==> src/rtl/clk_sweep_pkg.sv <==
package clk_sweep_pkg;

  typedef struct packed {
    logic valid;
    logic used;
    logic dirty;
    logic busy;   // write-back queued, not yet completed
  } frame_state_t;

  localparam frame_state_t FRAME_RESET = '{valid: 1'b0, used: 1'b0, dirty: 1'b0, busy: 1'b0};
  localparam frame_state_t FRAME_MAPPED = '{valid: 1'b1, used: 1'b1, dirty: 1'b0, busy: 1'b0};

endpackage

==> src/rtl/clk_sweep_fifo.sv <==
module clk_sweep_fifo #(
  parameter int DATA_W = 3,
  parameter int DEPTH  = 4
) (
  input  logic              clk_i,
  input  logic              rst_ni,
  input  logic              push_i,
  input  logic [DATA_W-1:0] data_i,
  output logic              full_o,
  output logic              valid_o,
  output logic [DATA_W-1:0] data_o,
  input  logic              ready_i
);

  localparam int AW = (DEPTH > 1) ? $clog2(DEPTH) : 1;
  localparam int CW = $clog2(DEPTH + 1);

  logic [DATA_W-1:0] mem_q [DEPTH];
  logic [AW-1:0]     wr_q, rd_q;
  logic [CW-1:0]     cnt_q;
  logic              pop, push_ok;

  assign full_o  = (cnt_q == CW'(DEPTH));
  assign valid_o = (cnt_q != '0);
  assign data_o  = mem_q[rd_q];
  assign pop     = valid_o && ready_i;
  assign push_ok = push_i && !full_o;

  function automatic logic [AW-1:0] ptr_inc(input logic [AW-1:0] p);
    return (p == AW'(DEPTH - 1)) ? '0 : p + 1'b1;
  endfunction

  always_ff @(posedge clk_i or negedge rst_ni) begin
    if (!rst_ni) begin
      wr_q  <= '0;
      rd_q  <= '0;
      cnt_q <= '0;
    end else begin
      if (push_ok) wr_q <= ptr_inc(wr_q);
      if (pop)     rd_q <= ptr_inc(rd_q);
      cnt_q <= cnt_q + CW'(push_ok) - CW'(pop);
    end
  end

  always_ff @(posedge clk_i) begin
    if (push_ok) mem_q[wr_q] <= data_i;
  end

  // the sweeper must stall rather than push into a full queue
  a_r10_no_overflow: assert property (@(posedge clk_i) disable iff (!rst_ni)
    push_i |-> !full_o);

  // a push without a pop leaves the queue non-empty
  a_r12_push_visible: assert property (@(posedge clk_i) disable iff (!rst_ni)
    (push_i && !pop) |=> valid_o);

endmodule

==> src/rtl/clk_sweep_table.sv <==
module clk_sweep_table
  import clk_sweep_pkg::*;
#(
  parameter int NUM_FRAMES = 8,
  parameter int FW         = 3
) (
  input  logic          clk_i,
  input  logic          rst_ni,
  input  logic          map_valid_i,
  input  logic [FW-1:0] map_frame_i,
  input  logic          ref_valid_i,
  input  logic [FW-1:0] ref_frame_i,
  input  logic          ref_write_i,
  input  logic          done_valid_i,
  input  logic [FW-1:0] done_frame_i,
  input  logic          clr_en_i,
  input  logic [FW-1:0] clr_idx_i,
  input  logic          free_en_i,
  input  logic          queue_en_i,
  input  logic [FW-1:0] head_idx_i,
  output frame_state_t  head_state_o
);

  frame_state_t st_q [NUM_FRAMES];
  frame_state_t st_d [NUM_FRAMES];

  // Later updates win: hands first, then completion, then references, then mapping
  always_comb begin
    for (int i = 0; i < NUM_FRAMES; i++) begin
      st_d[i] = st_q[i];
      if (clr_en_i && clr_idx_i == FW'(i) && st_q[i].valid) st_d[i].used = 1'b0;
      if (free_en_i && head_idx_i == FW'(i)) begin
        st_d[i].valid = 1'b0;
        st_d[i].used  = 1'b0;
      end
      if (queue_en_i && head_idx_i == FW'(i)) st_d[i].busy = 1'b1;
      if (done_valid_i && done_frame_i == FW'(i)) begin
        st_d[i].dirty = 1'b0;
        st_d[i].busy  = 1'b0;
      end
      if (ref_valid_i && ref_frame_i == FW'(i) && st_q[i].valid) begin
        st_d[i].used = 1'b1;
        if (ref_write_i) st_d[i].dirty = 1'b1;
      end
      if (map_valid_i && map_frame_i == FW'(i)) st_d[i] = FRAME_MAPPED;
    end
  end

  always_ff @(posedge clk_i or negedge rst_ni) begin
    if (!rst_ni) begin
      for (int i = 0; i < NUM_FRAMES; i++) st_q[i] <= FRAME_RESET;
    end else begin
      for (int i = 0; i < NUM_FRAMES; i++) st_q[i] <= st_d[i];
    end
  end

  assign head_state_o = st_q[head_idx_i];

  // only valid, clean, unreferenced frames are freed
  a_r6_free_eligible: assert property (@(posedge clk_i) disable iff (!rst_ni)
    free_en_i |-> (head_state_o.valid && !head_state_o.used && !head_state_o.dirty));

  // a freed frame is invalid afterwards
  a_r11_freed_invalid: assert property (@(posedge clk_i) disable iff (!rst_ni)
    free_en_i |=> !st_q[$past(head_idx_i)].valid);

  // write-back is queued only for dirty frames not already pending
  a_r7_queue_eligible: assert property (@(posedge clk_i) disable iff (!rst_ni)
    queue_en_i |-> (head_state_o.dirty && !head_state_o.busy));

  // a reference to a valid frame always leaves it used
  a_r9_ref_wins: assert property (@(posedge clk_i) disable iff (!rst_ni)
    (ref_valid_i && st_q[ref_frame_i].valid) |=> st_q[$past(ref_frame_i)].used);

endmodule

==> src/rtl/clk_sweep_hands.sv <==
module clk_sweep_hands
  import clk_sweep_pkg::*;
#(
  parameter int NUM_FRAMES = 8,
  parameter int FW         = 3
) (
  input  logic          clk_i,
  input  logic          rst_ni,
  input  logic          sweep_en_i,
  input  logic [FW-1:0] gap_i,
  input  logic          stall_i,
  input  frame_state_t  head_state_i,
  input  logic          map_valid_i,
  input  logic [FW-1:0] map_frame_i,
  input  logic          ref_valid_i,
  input  logic [FW-1:0] ref_frame_i,
  output logic [FW-1:0] tail_o,
  output logic [FW-1:0] head_o,
  output logic          clr_en_o,
  output logic          free_en_o,
  output logic          queue_en_o
);

  localparam logic [FW:0] NF_W = (FW + 1)'(NUM_FRAMES);

  logic [FW-1:0] tail_q;
  logic [FW:0]   gap_w, head_w;
  logic          step, touched, eligible;

  assign step = sweep_en_i && !stall_i;

  // gap_i may exceed NUM_FRAMES-1 when the frame count is not a power of two
  always_comb begin
    gap_w = {1'b0, gap_i};
    if (gap_w >= NF_W) gap_w = gap_w - NF_W;
    if ({1'b0, tail_q} >= gap_w) head_w = {1'b0, tail_q} - gap_w;
    else                         head_w = {1'b0, tail_q} + NF_W - gap_w;
  end

  assign tail_o = tail_q;
  assign head_o = head_w[FW-1:0];

  assign touched  = (ref_valid_i && ref_frame_i == head_o) ||
                    (map_valid_i && map_frame_i == head_o);
  assign eligible = step && head_state_i.valid && !head_state_i.used &&
                    !head_state_i.busy && !touched;

  assign clr_en_o   = step;
  assign free_en_o  = eligible && !head_state_i.dirty;
  assign queue_en_o = eligible && head_state_i.dirty;

  always_ff @(posedge clk_i or negedge rst_ni) begin
    if (!rst_ni)   tail_q <= '0;
    else if (step) tail_q <= (tail_q == FW'(NUM_FRAMES - 1)) ? '0 : tail_q + 1'b1;
  end

  // one frame per enabled cycle, wrapping at the last frame
  a_r4_tail_step: assert property (@(posedge clk_i) disable iff (!rst_ni)
    (sweep_en_i && !stall_i) |=>
      (tail_q == (($past(tail_q) == FW'(NUM_FRAMES - 1)) ? '0 : $past(tail_q) + 1'b1)));

  // hands hold while stalled or disabled
  a_r10_hold: assert property (@(posedge clk_i) disable iff (!rst_ni)
    (!sweep_en_i || stall_i) |=> $stable(tail_q));

  // a frame touched this cycle is never reclaimed this cycle
  a_r9_no_reclaim_touched: assert property (@(posedge clk_i) disable iff (!rst_ni)
    (ref_valid_i && ref_frame_i == head_o) |-> !(free_en_o || queue_en_o));

endmodule

==> src/rtl/clock_page_sweeper.sv <==
module clock_page_sweeper
  import clk_sweep_pkg::*;
#(
  parameter int NUM_FRAMES  = 8,
  parameter int QUEUE_DEPTH = 4,
  localparam int FW         = (NUM_FRAMES > 1) ? $clog2(NUM_FRAMES) : 1
) (
  input  logic          clk_i,
  input  logic          rst_ni,
  input  logic          sweep_en_i,
  input  logic [FW-1:0] gap_i,
  input  logic          map_valid_i,
  input  logic [FW-1:0] map_frame_i,
  input  logic          ref_valid_i,
  input  logic [FW-1:0] ref_frame_i,
  input  logic          ref_write_i,
  input  logic          wb_done_valid_i,
  input  logic [FW-1:0] wb_done_frame_i,
  output logic          free_valid_o,
  output logic [FW-1:0] free_frame_o,
  input  logic          free_ready_i,
  output logic          wb_valid_o,
  output logic [FW-1:0] wb_frame_o,
  input  logic          wb_ready_i
);

  logic          free_full, wb_full, stall;
  logic          clr_en, free_en, queue_en;
  logic [FW-1:0] tail_idx, head_idx;
  frame_state_t  head_state;

  assign stall = free_full || wb_full;

  clk_sweep_table #(.NUM_FRAMES(NUM_FRAMES), .FW(FW)) i_table (
    .clk_i        (clk_i),
    .rst_ni       (rst_ni),
    .map_valid_i  (map_valid_i),
    .map_frame_i  (map_frame_i),
    .ref_valid_i  (ref_valid_i),
    .ref_frame_i  (ref_frame_i),
    .ref_write_i  (ref_write_i),
    .done_valid_i (wb_done_valid_i),
    .done_frame_i (wb_done_frame_i),
    .clr_en_i     (clr_en),
    .clr_idx_i    (tail_idx),
    .free_en_i    (free_en),
    .queue_en_i   (queue_en),
    .head_idx_i   (head_idx),
    .head_state_o (head_state)
  );

  clk_sweep_hands #(.NUM_FRAMES(NUM_FRAMES), .FW(FW)) i_hands (
    .clk_i        (clk_i),
    .rst_ni       (rst_ni),
    .sweep_en_i   (sweep_en_i),
    .gap_i        (gap_i),
    .stall_i      (stall),
    .head_state_i (head_state),
    .map_valid_i  (map_valid_i),
    .map_frame_i  (map_frame_i),
    .ref_valid_i  (ref_valid_i),
    .ref_frame_i  (ref_frame_i),
    .tail_o       (tail_idx),
    .head_o       (head_idx),
    .clr_en_o     (clr_en),
    .free_en_o    (free_en),
    .queue_en_o   (queue_en)
  );

  clk_sweep_fifo #(.DATA_W(FW), .DEPTH(QUEUE_DEPTH)) i_free_q (
    .clk_i   (clk_i),
    .rst_ni  (rst_ni),
    .push_i  (free_en),
    .data_i  (head_idx),
    .full_o  (free_full),
    .valid_o (free_valid_o),
    .data_o  (free_frame_o),
    .ready_i (free_ready_i)
  );

  clk_sweep_fifo #(.DATA_W(FW), .DEPTH(QUEUE_DEPTH)) i_wb_q (
    .clk_i   (clk_i),
    .rst_ni  (rst_ni),
    .push_i  (queue_en),
    .data_i  (head_idx),
    .full_o  (wb_full),
    .valid_o (wb_valid_o),
    .data_o  (wb_frame_o),
    .ready_i (wb_ready_i)
  );

  // a visited frame goes to at most one queue
  a_r7_one_queue: assert property (@(posedge clk_i) disable iff (!rst_ni)
    $onehot0({free_en, queue_en}));

endmodule

==> config.mk <==
export PLATFORM = sky130hd
export DESIGN_NAME = clock_page_sweeper
export DESIGN_NICKNAME = d
export VERILOG_FILES = /design/src/rtl/clk_sweep_pkg.sv /design/src/rtl/clk_sweep_fifo.sv /design/src/rtl/clk_sweep_table.sv /design/src/rtl/clk_sweep_hands.sv /design/src/rtl/clock_page_sweeper.sv
export SDC_FILE = /design/constraint.sdc
export NUM_CORES = 1
export LEC_CHECK = 0
export ABC_AREA = 0
export BUFFER_PORTS_ARGS = -buffer_cell sky130_fd_sc_hd__buf_2
export CAP_MARGIN = 20
export CORE_MARGIN = 8
export CORE_UTILIZATION = 60
export DETAILED_ROUTE_END_ITERATION = 12
export GPL_ROUTABILITY_DRIVEN = 0
export PLACE_DENSITY = 0.83
export SYNTH_ARGS = -nofsm -noshare
export SYNTH_HDL_FRONTEND = slang
export SYNTH_HIERARCHICAL = 1
export SYNTH_SLANG_ARGS = --single-unit
export TNS_END_PERCENT = 5
==> constraint.sdc <==
create_clock -name clk_i -period 6.53 [get_ports clk_i]
set_input_delay 0.653 -clock clk_i [delete_from_list [all_inputs] [get_ports clk_i]]
set_output_delay 0.653 -clock clk_i [all_outputs]
set_load 0.02 [all_outputs]
==> results.py, run 1 <==
metrics = {
    "pwr": {
        "power_frac_seq_pct": 38.8,
        "p_leak_nw": 1.81,
        "powerDensity_nw_per_um2": 436,
        "power.switching_uw": 744,
        "comb_power_share_pct": 43.7,
        "power.share.clock_pct": 17.5,
        "ir_worst_vdd_mv": 0.204,
        "switching_share_pct": 38.7,
        "intPower_mw": 1.18,
    },
    "final_layout": {
        "nets": 422,
        "area_delta_synth_final_pct": 9.60,
        "post-route-util_pct": 66.4,
        "regArea_sq_um": 1950,
        "n_antenna_cell": 0,
        "stdcell_count": 466,
        "drive_gt1_share_pct": 20.2,
        "nFillCells": 523,
        "multi_input_area_sq_um": 1930,
    },
    "floorplanning": {
        "core.rowCount": 30,
        "fp.dieArea_sq_um": 9590,
        "die_height_microns": 97.9,
        "die-width_microns": 97.9,
        "start_util_pct": 60.6,
        "ioPinCount": 29,
        "fp.coreArea_sq_um": 6640,
    },
    "drt": {
        "drc": 0,
        "routed_wl_microns": 8740,
        "first_pass_iters": 5,
        "drtAntennaViolNets": 0,
        "vias": 2978,
        "vias_per_cell": 6.39,
        "drt-initial-drc-count": 308,
        "wire_per_inst_microns": 18.8,
    },
    "placed_design": {
        "portBuffers": 28,
        "place_hpwl_microns": 6210,
        "dp_cells": 450,
        "dp_slack_ns": 1.39,
    },
    "clock_tree": {
        "cts.sinks": 73,
        "numCtsBuffers": 9,
        "cts.path.max_buffers": 2,
        "cts_tree": "built",
        "cts_hold_buf": 0,
        "htreeDepth": 3,
        "clk-insertion-delay-late_ns": 0.34,
        "cts_resized": 0,
        "path_clk_slew_ns": 0.08,
        "post_cts_buffers": 0,
        "root_buffer": "clkbuf_8",
    },
    "setup_path": {
        "path_class": "reg2reg",
        "cp_cell_sequence": "inv_1 > ha_1 > inv_1 > fa_1 > buf_4 > mux2_2 > o22ai_1 > a221oi_1 > nor4b_1 > nand2_1 > a21oi_1 > buf_4 > nand2_1 > ha_1 > inv_1 > ha_1 > inv_1 > fa_1 > xnor2_1 > xnor2_1",
        "startpoint": "i_hands/tail_o[0]$_DFFE_PN0P_",
        "endpoint": "i_wb_q/cnt_q[2]$_DFF_PN0_",
        "cp_slowest_cell": "fa_1",
        "critPathTopFamily": "adder cells",
        "cpMostUsedCell": "inv_1",
        "start_kind": "register",
        "worstPathMaxFanout": 20,
        "required_ns": 6.75,
        "cp.depth": 20,
        "worstReg2RegEnd": "i_wb_q/cnt_q[2]$_DFF_PN0_",
        "worst_setup_path_end_kind": "register",
        "max_stage_delay_ns": 1.06,
        "cp_num_buf_inv": 6,
        "r2r-start": "i_hands/tail_o[0]$_DFFE_PN0P_",
        "rrSetupSlack_ns": 1.52,
        "rr_worst_depth": 20,
        "cp.arrival_ns": 5.24,
    },
    "synth": {
        "synth_nets": 390,
        "synth_top_area_cell": "dfrtp_1",
        "syn_inst": 349,
        "avgSynthCellArea_sq_um": 11.5,
        "synth_edf_count": 24,
        "synth-async-reset-ratio_pct": 67.1,
        "yosys-top-cells-area": "dfrtp_1 (30%), edfxtp_1 (18%), ha_1 (5.3%)",
        "synthTopCellsByCount": "dfrtp_1 (49), edfxtp_1 (24), inv_1 (23), nor2_1 (20), nand2_1 (18)",
        "syn_area_sq_um": 4030,
        "synth.distinct_cells": 52,
        "ys_seq_area_share_pct": 48.3,
        "ys_seq_elements": 73,
        "ys_warn_count": 6,
        "synth_top_cell_area_share_pct": 30.4,
        "yosysMostFrequentCell": "dfrtp_1",
        "synth_flop_cell": "dfrtp_1",
    },
    "min_path": {
        "hold_class": "in2async",
    },
    "sta": {
        "period_share_pct": 76.8,
        "maxSlewHeadroom_pct": 41.9,
        "slew_violations": 0,
        "tightest_slew_ns": 0.871,
        "hold_viol_final": 0,
        "finalWorstSetupSlack_ns": 1.52,
        "max_freq_mhz": 199,
        "tns_ns": 0,
        "final-setup-viol-count": 0,
        "post-route-min-period_ns": 5.01,
        "rsz0062_at_grt": "false",
        "skew_ns": 0.00957,
    },
    "global_routing": {
        "grt_use_total_pct": 19.3,
        "grt_pass1_wl_microns": 14600,
        "grt_overflow": 0,
        "antenna_found_initial": 0,
        "grt_pass1_vias": 3029,
        "grt_max_degree": 50,
    },
    "flow_run": {
        "cap_violations": 0,
    },
    "status": {
        "status": "complete, no violations",
    },
}
[placed cells by master, fill, tap and decap left out, types with 10 or more instances in the layout]
| cell type | Yosys | routed |
|---|---|---|
| nor3_1 | 11 | 11 |
| ha_1 | 17 | 17 |
| nand3_1 | 14 | 14 |
| a21oi_1 | 12 | 12 |
| nor2_1 | 20 | 20 |
| dfrtp_1 | 49 | 49 |
| edfxtp_1 | 24 | 24 |
| buf_2 | 4 | 28 |
| nor2b_1 | 10 | 10 |
| inv_1 | 23 | 23 |
| nand2_1 | 18 | 18 |
| nand2b_1 | 12 | 12 |
[state kept, by name, summed over array words and instances (netlist names)]
name / cells
i_free_q/mem_q: 12
i_wb_q/rd_q: 2
i_table/st_q: 32
i_wb_q/mem_q: 12
i_hands/tail_o: 3
i_free_q/rd_q: 2
i_free_q/wr_q: 2
i_wb_q/wr_q: 2
i_wb_q/cnt_q: 3
i_free_q/cnt_q: 3
[per-stage QoR]
| step | area [sq um] | hold slack [ns] | total power [mW] |
|---|---|---|---|
| after detailed placement | 4230 | 0.512 | 1.59 |
| after CTS | 4410 | 0.424 | 1.93 |
| after global routing | 4410 | 0.458 | 2.06 |
| final | 4410 | 0.403 | 1.92 |
| after floorplan | 4030 | 0.357 | 1.40 |
| after global placement | 4230 | 0.488 | 1.55 |
[worst min-delay path by stage]
stage / start / endpoint / slack, ns
4_1_cts: rst_ni / i_hands/tail_o[2]$_DFFE_PN0P_ / 0.42
5_1_grt: rst_ni / i_hands/tail_o[1]$_DFFE_PN0P_ / 0.46
6_report: rst_ni / i_hands/tail_o[1]$_DFFE_PN0P_ / 0.40
3_3_place_gp: i_table/st_q[0]$_DFFE_PN0P_ / i_table/st_q[0]$_DFFE_PN0P_ / 0.49
3_5_place_dp: i_table/st_q[26]$_DFFE_PN0P_ / i_table/st_q[26]$_DFFE_PN0P_ / 0.51
2_1_floorplan: rst_ni / i_free_q/cnt_q[0]$_DFF_PN0_ / 0.36
[routing by layer]
metal | part of all wire, % | GRT usage [%] | vias up
met4 | 2.6 | 9.71 | 0
met3 | 6.4 | 4.69 | 27
li1 | - | - | 1360
met2 | 51 | 31.7 | 130
met5 | 0 | 0 | -
met1 | 40 | 23.2 | 1461
[power by group through the flow]
stage                     sequential (mW)  clock [mW]  combinational, mW
after floorplan                     0.714           0              0.688
after global placement              0.748           0              0.804
after detailed placement            0.756           0              0.835
after CTS                           0.746       0.342              0.841
after global routing                0.765       0.361              0.935
final                               0.747       0.336              0.840
[cell families (layout without fill, tap and decap cells)]
group / after synthesis / in the layout / share of synthesized area [%]
and+or+nand+nor: 130 / 130 / 19.0
AOI/OAI and AO/OA: 59 / 59 / 10.4
DFF: 73 / 73 / 48.3
adders and majority gates: 20 / 20 / 6.77
muxes: 23 / 23 / 9.38
xor gates and xnor gates: 10 / 10 / 2.17
buffers and inverters: 34 / 71 / 3.85
[cell type report]
type	count	share of cell area, %
Clock buffer	9	2.81
Timing Repair Buffer	32	3.85
Tap cell	80	2.27
Sequential cell	73	44.1
Clock inverter	7	1.39
Inverter	23	1.96
Multi-Input combinational cell	242	43.6
Power figures use the tool's default switching activity.
==> inputs of run 2 (changes only) <==
--- a/config.mk
+++ b/config.mk
@@ -5,14 +5,14 @@
 export SDC_FILE = /design/constraint.sdc
 export NUM_CORES = 1
 export LEC_CHECK = 0
-export ABC_AREA = 0
+export ABC_AREA = 1
 export BUFFER_PORTS_ARGS = -buffer_cell sky130_fd_sc_hd__buf_2
 export CAP_MARGIN = 20
 export CORE_MARGIN = 8
-export CORE_UTILIZATION = 60
+export CORE_UTILIZATION = 55
 export DETAILED_ROUTE_END_ITERATION = 12
 export GPL_ROUTABILITY_DRIVEN = 0
-export PLACE_DENSITY = 0.83
+export PLACE_DENSITY = 0.8
 export SYNTH_ARGS = -nofsm -noshare
 export SYNTH_HDL_FRONTEND = slang
 export SYNTH_HIERARCHICAL = 1
==> constraint.sdc (replaced) <==
create_clock -name clk_i -period 4.3 [get_ports clk_i]
set_input_delay 0.43 -clock clk_i [delete_from_list [all_inputs] [get_ports clk_i]]
set_output_delay 0.43 -clock clk_i [all_outputs]
set_load 0.02 [all_outputs]
==> run 2 against run 1 <==
Against the previous run:
- sequential share of layout area fell by 3.3 points
- cell area grew 8.2%
- largest cell class is now multi-input combinational cells
- combinational power up 67%
- total power increased by 61%
- wire length up 14%
==> results.py, run 2 <==
metrics = {
    "floorplanning": {
        "die-width_microns": 105,
        "core.rowCount": 32,
        "fp.coreArea_sq_um": 7690,
        "fp.dieArea_sq_um": 11000,
        "start_util_pct": 56.7,
        "die_height_microns": 105,
        "ioPinCount": 29,
    },
    "setup_path": {
        "worstPathMaxFanout": 13,
        "cpMostUsedCell": "inv_1",
        "required_ns": 4.55,
        "start_kind": "register",
        "cp_cell_sequence": "inv_1 > ha_1 > inv_1 > fa_1 > inv_2 > nand2_1 > nand2_1 > nand2_1 > nand2_1 > nor3_2 > nand3_1 > nor2_1 > nand2_4 > ha_1 > inv_1 > ha_1 > inv_1 > fa_1 > inv_1",
        "cp_num_buf_inv": 6,
        "critPathTopFamily": "adder cells",
        "cp_slowest_cell": "fa_1",
        "path_class": "reg2reg",
        "cp.arrival_ns": 4.12,
        "worst_setup_path_end_kind": "register",
        "max_stage_delay_ns": 0.83,
    },
    "final_layout": {
        "final_area_sq_um": 4770,
        "top_register": "i_table/st_q",
        "n_antenna_cell": 0,
        "area_delta_synth_final_pct": 9.59,
        "final_cell_mix": "nand2_1 (208), inv_1 (91), nand3_1 (66)",
        "drive_gt1_share_pct": 11.6,
        "stdcell_count": 722,
        "largest_reg_flops": 32,
        "nets": 656,
        "mostFrequentLayoutCell": "nand2_1",
        "reg_top3": "i_table/st_q: 32 flops, i_free_q/mem_q: 12 flops, i_wb_q/mem_q: 12 flops",
    },
    "synth": {
        "yosys-top-cells-area": "dfrtp_1 (28%), nand2_1 (18%), edfxtp_1 (17%)",
        "synth.distinct_cells": 31,
        "syn_area_sq_um": 4360,
        "avgSynthCellArea_sq_um": 7.51,
        "synth_top_cell_area_share_pct": 28.1,
        "ys_seq_area_share_pct": 44.7,
        "synthTopCellsByCount": "nand2_1 (208), inv_1 (91), nand3_1 (66), nor2_1 (51), dfrtp_1 (49)",
        "synth_flop_cell": "dfrtp_1",
        "synth_nets": 621,
        "yosysMostFrequentCell": "nand2_1",
        "syn_inst": 580,
        "ys_seq_elements": 73,
        "synth_edf_count": 24,
        "ys_warn_count": 6,
        "synth_top_area_cell": "dfrtp_1",
        "synth-async-reset-ratio_pct": 67.1,
    },
    "clock_tree": {
        "post_cts_buffers": 0,
        "cts_resized": 0,
        "htreeDepth": 3,
        "cts_hold_buf": 0,
        "cts.sinks": 73,
        "cts.path.max_buffers": 2,
        "root_buffer": "clkbuf_8",
        "cts_tree": "built",
        "numCtsBuffers": 9,
        "clk-insertion-delay-late_ns": 0.35,
        "path_clk_slew_ns": 0.08,
    },
    "global_routing": {
        "grt_pass1_wl_microns": 17100,
        "grt_overflow": 0,
        "grt_use_total_pct": 18.7,
        "antenna_found_initial": 0,
        "grt_pass1_vias": 3754,
        "grt_max_degree": 50,
    },
    "pwr": {
        "powerDensity_nw_per_um2": 647,
        "p_leak_nw": 2.56,
        "ir_worst_vdd_mv": 0.289,
        "p_total_mw": 3.09,
    },
    "sta": {
        "post-route-min-period_ns": 3.87,
        "skew_ns": 0.0122,
        "rsz0062_at_grt": "false",
        "period_share_pct": 90.0,
        "maxSlewHeadroom_pct": 56.4,
        "max_freq_mhz": 258,
        "tns_ns": 0,
        "slew_violations": 0,
        "tightest_slew_ns": 0.654,
        "final-setup-viol-count": 0,
        "hold_viol_final": 0,
    },
    "drt": {
        "first_pass_iters": 5,
        "routed_wl_microns": 9930,
        "wire_per_inst_microns": 13.8,
        "wl_met3_microns": 639,
        "drtAntennaViolNets": 0,
        "vias_per_cell": 5.20,
        "top_layer": "met4",
        "drt-initial-drc-count": 226,
        "wl_met2_microns": 4730,
        "vias": 3753,
        "drc": 0,
        "drt-met1-wl_microns": 4260,
    },
    "placed_design": {
        "placement.cell_area_sq_um": 4590,
        "place_hpwl_microns": 7520,
        "dp_cells": 706,
        "portBuffers": 28,
    },
    "min_path": {
        "hold_class": "in2async",
    },
    "flow_run": {
        "cap_violations": 0,
    },
    "status": {
        "status": "complete, no violations",
    },
}
## run 2: cell types whose count changed in the layout (fill, tap and decap cells not counted), sizes merged, moves of 8 or more
cell | previous run | this run
o211ai | 4 | 12
inv | 23 | 96
nand2b | 13 | 0
nand3 | 14 | 66
and3 | 9 | 0
nor2b | 10 | 0
mux4 | 10 | 0
nand2 | 18 | 221
mux2 | 9 | 0
nor2 | 21 | 56
nor3 | 11 | 3
## run 2: logic make-up (layout without fill, tap and decap cells)
| logic type | count (synthesis) | after routing | share of synthesized area (%) |
|---|---|---|---|
| xor gates and xnor gates | 1 | 1 | 0.201 |
| and+or+nand+nor | 354 | 354 | 34.9 |
| DFF | 73 | 73 | 44.7 |
| buffers and inverters | 106 | 146 | 10.3 |
| AOI/OAI and AO/OA | 26 | 26 | 3.73 |
| adders and majority gates | 20 | 20 | 6.26 |
## run 2: worst paths after layout
kind | start | endpoint | slack, ns | cells past startpoint
max reg2reg | i_hands/tail_o[0]$_DFFE_PN0P_ | i_wb_q/cnt_q[1]$_DFF_PN0_ | 0.43 | 19
min | rst_ni | i_wb_q/rd_q[0]$_DFFE_PN0P_ | 0.18 | 2
min reg2reg | i_table/st_q[5]$_DFF_PN0_ | i_table/st_q[5]$_DFF_PN0_ | 0.51 | 2
max | i_hands/tail_o[0]$_DFFE_PN0P_ | i_wb_q/cnt_q[1]$_DFF_PN0_ | 0.43 | 19
max in group asynchronous | rst_ni | i_table/st_q[24]$_DFFE_PN0P_ | 3.67 | 2
min in group clk_i | wb_ready_i | i_wb_q/rd_q[1]$_DFFE_PN0P_ | 0.35 | 3
## run 2: per-stage QoR
step	setup slack [ns]	util, %	hold slack (ns)
floorplan	0.482	-	0.134
global placement	0.602	59.7	0.467
detailed placement	0.491	59.7	0.484
CTS	0.445	62.1	0.194
global route	0.104	62.1	0.221
finish	0.431	62.1	0.181
## run 2: metal layers
metal	vias up	track usage, %
met5	-	0
met4	0	8.97
met2	152	31.9
li1	1873	-
met1	1697	22.1
met3	31	3.87
## run 2: layout make-up
type                       count  area [sq um]
fill                         676          2910
multi-input combinational    401          1960
sequential                    73          1950
inverter                      96           365
timing repair buffer          34           185
clock buffer                  11           131
tap                          102           128
clock inverter                 5          55.1
## run 2: power breakdown
group / total (mW) / switching, mW / internal [mW] / leakage [nW]
Sequential: 1.16 / 0.221 / 0.943 / 0.803
Combinational: 1.40 / 0.915 / 0.485 / 1.67
Clock: 0.523 / 0.256 / 0.267 / 0.0875
Total: 3.09 / 1.39 / 1.70 / 2.56
